File: config.mk
export PLATFORM = sky130hd
export DESIGN_NAME = johnson_decade
export DESIGN_NICKNAME = d
export VERILOG_FILES = /design/src/rtl/johnson_decade.sv
export SDC_FILE = /design/constraint.sdc
export NUM_CORES = 1
export LEC_CHECK = 0
export ABC_AREA = 1
export ABC_CLOCK_PERIOD_IN_PS = 1860
export BUFFER_PORTS_ARGS = -buffer_cell sky130_fd_sc_hd__buf_2
export CAP_MARGIN = 15
export CELL_PAD_IN_SITES_DETAIL_PLACEMENT = 1
export CELL_PAD_IN_SITES_GLOBAL_PLACEMENT = 2
export CORE_MARGIN = 3
export CORE_UTILIZATION = 24
export CTS_CLUSTER_DIAMETER = 80
export DETAILED_ROUTE_END_ITERATION = 16
export PLACE_DENSITY_LB_ADDON = 0.1
export SYNTH_ARGS = -nofsm -noshare
export SYNTH_HDL_FRONTEND = slang
export SYNTH_SLANG_ARGS = --single-unit
File: constraint.sdc
create_clock -name clk -period 1.86 [get_ports clk]
set_input_delay 0.093 -clock clk [delete_from_list [all_inputs] [get_ports clk]]
set_output_delay 0.093 -clock clk [all_outputs]
set_load 0.05 [all_outputs]
File: src/rtl/johnson_decade.sv
module johnson_decade (
  input  logic       clk,
  input  logic       clr,
  input  logic       hold,
  output logic [9:0] sel,
  output logic       carry
);
  logic [4:0] q;
  logic       legal;

  assign legal = $countones(q[4:1] ^ q[3:0]) <= 1;

  always_ff @(posedge clk or posedge clr)
    if (clr)        q <= '0;
    else if (!hold) q <= legal ? {q[3:0], ~q[4]} : '0;

  assign sel[0] = ~q[4] & ~q[0];
  assign sel[5] =  q[4] &  q[0];

  genvar i;
  generate
    for (i = 1; i < 5; i++) begin : g_dec
      assign sel[i]   =  q[i-1] & ~q[i];
      assign sel[i+5] = ~q[i-1] &  q[i];
    end
  endgenerate

  assign carry = ~q[4];
endmodule


==> metrics.md <==
| Metric | Value |
|---|---|
| Slowest cell on crit path | fa_1 |
| Antenna Cells | 0 |
| Most flops, register | q |
| Syn-to-layout area delta | 32.2% |
| H-tree depth | 1 |
| Layout cells sized above 1 | 30.4% |
| Die X | 46.7 µm |
| Via density | 4.46 |
| Crit-path max cell delay | 510 ps |
| FF/Latch Area | 125 µm² |
| WP data required | 2000 ps |
| Vias | 379 |
| Crit. End Element | flip-flop |
| Commonest cells in the netlist | 12 x nand2_1, 11 x inv_1, 8 x ha_1 |
| Top-Level Pins | 14 |
| DRC Markers | 0 |
| Yosys top cell by area | dfrtp_1 |
| Worst setup SP type | flip-flop |
| Pre-antenna DRT Iters | 1 |
| FFs w/ async S/R, synth | 100% |
| Nets | 82 |
| RSZ-0062 raised after global routing | no |
| Area of the core | 0.00152 mm² |
| Final hold vios | 0 |
| Max FFs per register | 5 |
| Slew headroom | 83.4% |
| Min Tclk post-route | 1690 ps |
| CTS Sinks | 5 |
| Largest registers | q x5 |
| Die height | 46.7 µm |
| Worst skew pair latency | 250 ps |
| # rows | 14 |
| Area of the multi-input gates | 218 µm² |
| Final Slew Violations | 0 |
| Area contributors post-synth | dfrtp_1 32%, ha_1 25%, nand2_1 11% |
| Wire length of the first global-routing pass | 1.54 mm |
| Largest net degree at the start of global routing | 11 |
| Setup violators final | 0 |
| Drt initial violations | 0 |
| Synth unique cells | 10 |
| Setup Crit Path Kind | flip-flop to flip-flop |
| Yosys warns | 0 |
| Clock slew at reported path FFs | 50 ps |
| Critical path fanouts, max | 5 |
| Fillcell total | 205 |
| Total GRT Usage | 11.4% |
| Synth Net Count | 62 |
| DR WL/cell | 11.4 µm |
| Worst Hold Class | input pin to flip-flop |
| Final period utilization | 90.9% |
| Post-synth top area share | 31.5% |
| Synth Area per Inst | 7.93 µm² |
| CTS tree | built |
| Netlist Area Pre-Place | 397 µm² |
| Root Buffer | clkbuf_4 |
| DIE AREA | 0.00218 mm² |
| Initial antenna violation count | 0 |
| Clock skew | 1.00 ps |
| Actual slew at the worst max-slew pin | 251 ps |
| Initial Util | 26.0% |
| Max-cap violations | 0 |
| Crit path top cell by count | inv_1 |
| Final Wtd Congestion | 0.658 |
| Peak Freq | 0.592 GHz |
| Sequential-to-total area share from yosys stat | 31.5% |
| Grt ovf | 0 |
| Cell family with most CP delay | adder cells |
| CTS buffer count | 3 |
| Flop and latch count out of synthesis | 5 |
| Vias in the first global route | 340 |
| Final wirelength | 970 µm |
| Setup_tns | 0 ps |
| Clock Tree Buf Depth | 2 |
| Top_reg_cell synth | dfrtp_1 |
| Count leader, synth | nand2_1 |
| Cell Chain, Critical Path | inv_1 -> ha_1 -> inv_1 -> fa_1 -> nand2_2 -> nand3_1 -> nand2_1 |
| Port-buffer cells | 13 |
| Bufs and invs on worst path | 2 |
| Post-synth EDFFs | 0 |
| Mapped Cells | 50 |
| Status | complete, no violations |
| DP Wirelength | 765 µm |
| Detail Route Antenna Nets | 0 |
| CP arrival | 1830 ps |
-- path summary, 6_finish.rpt --
kind | start | end | slack (ps) | cells past startpoint
hold / removal | hold | q[2] | 170 | 3
hold reg to reg | q[1] | q[1] | 540 | 2
max in group asynchronous | clr | q[1] | 1360 | 3
setup reg to reg | q[1] | q[3] | 170 | 7
setup / recovery | q[1] | q[3] | 170 | 7
min in group asynchronous | clr | q[3] | 310 | 3
-- area by class of cell --
class | instances | share of cell area, %
clock buffer | 4 | 5.01
sequential | 5 | 23.9
timing repair buffer | 16 | 17.2
tap | 16 | 3.82
inverter | 12 | 8.59
multi-input combinational | 32 | 41.5
-- worst reg2reg max path, cell delays in order, from the launching register on --
cell and delay, ps:
dfrtp_1 390, inv_1 90, ha_1 280, inv_1 50
fa_1 510, nand2_2 100, nand3_1 110, nand2_1 50
-- through the flow --
stage	hold WS [ps]	instances	cell area, µm²	utilization, %	worst slack, ps
finish	171	85	524	34.4	170
global route	182	85	524	34.4	30.9
CTS	162	85	522	34.2	76.8
detailed placement	16.2	80	485	31.9	91.3
global placement	20.8	80	485	31.9	150
floorplan	-128	50	397	-	256
-- layer usage --
layer | share of wire (%) | up-vias | wire [µm] | track usage [%]
li1 | - | 186 | - | -
met1 | 42 | 176 | 403 | 12.6
met2 | 48 | 12 | 462 | 16.5
met3 | 8.1 | 5 | 79 | 7.03
met4 | 2.6 | 0 | 25 | 6.63
met5 | 0 | - | 0 | 0
-- placed cells by master (no fill, tap or decap), types with 2 or more instances in the layout --
cell	instances
nor2_1	5
buf_4	2
clkbuf_4	3
buf_2	13
nand3_1	5
inv_1	11
nand2_1	11
dfrtp_1	5
ha_1	8
-- what timing repair did --
item                       4_1_cts  5_1_grt
buffers inserted                 0        0
resized for setup                0        1
setup endpoints to repair        0        5
hold buffers                     1        0
hold endpoints to repair         5        0
-- logic make-up after synthesis --
group         Yosys count  synth area share (%)
simple gates           23                  24.0
buf+inv                13                  14.2
fa+ha+maj               9                  30.3
flops                   5                  31.5
Power is left out: the tool's default activity adds up to more than one toggle a clock period on the data nets, which glitch-free logic cannot reach.
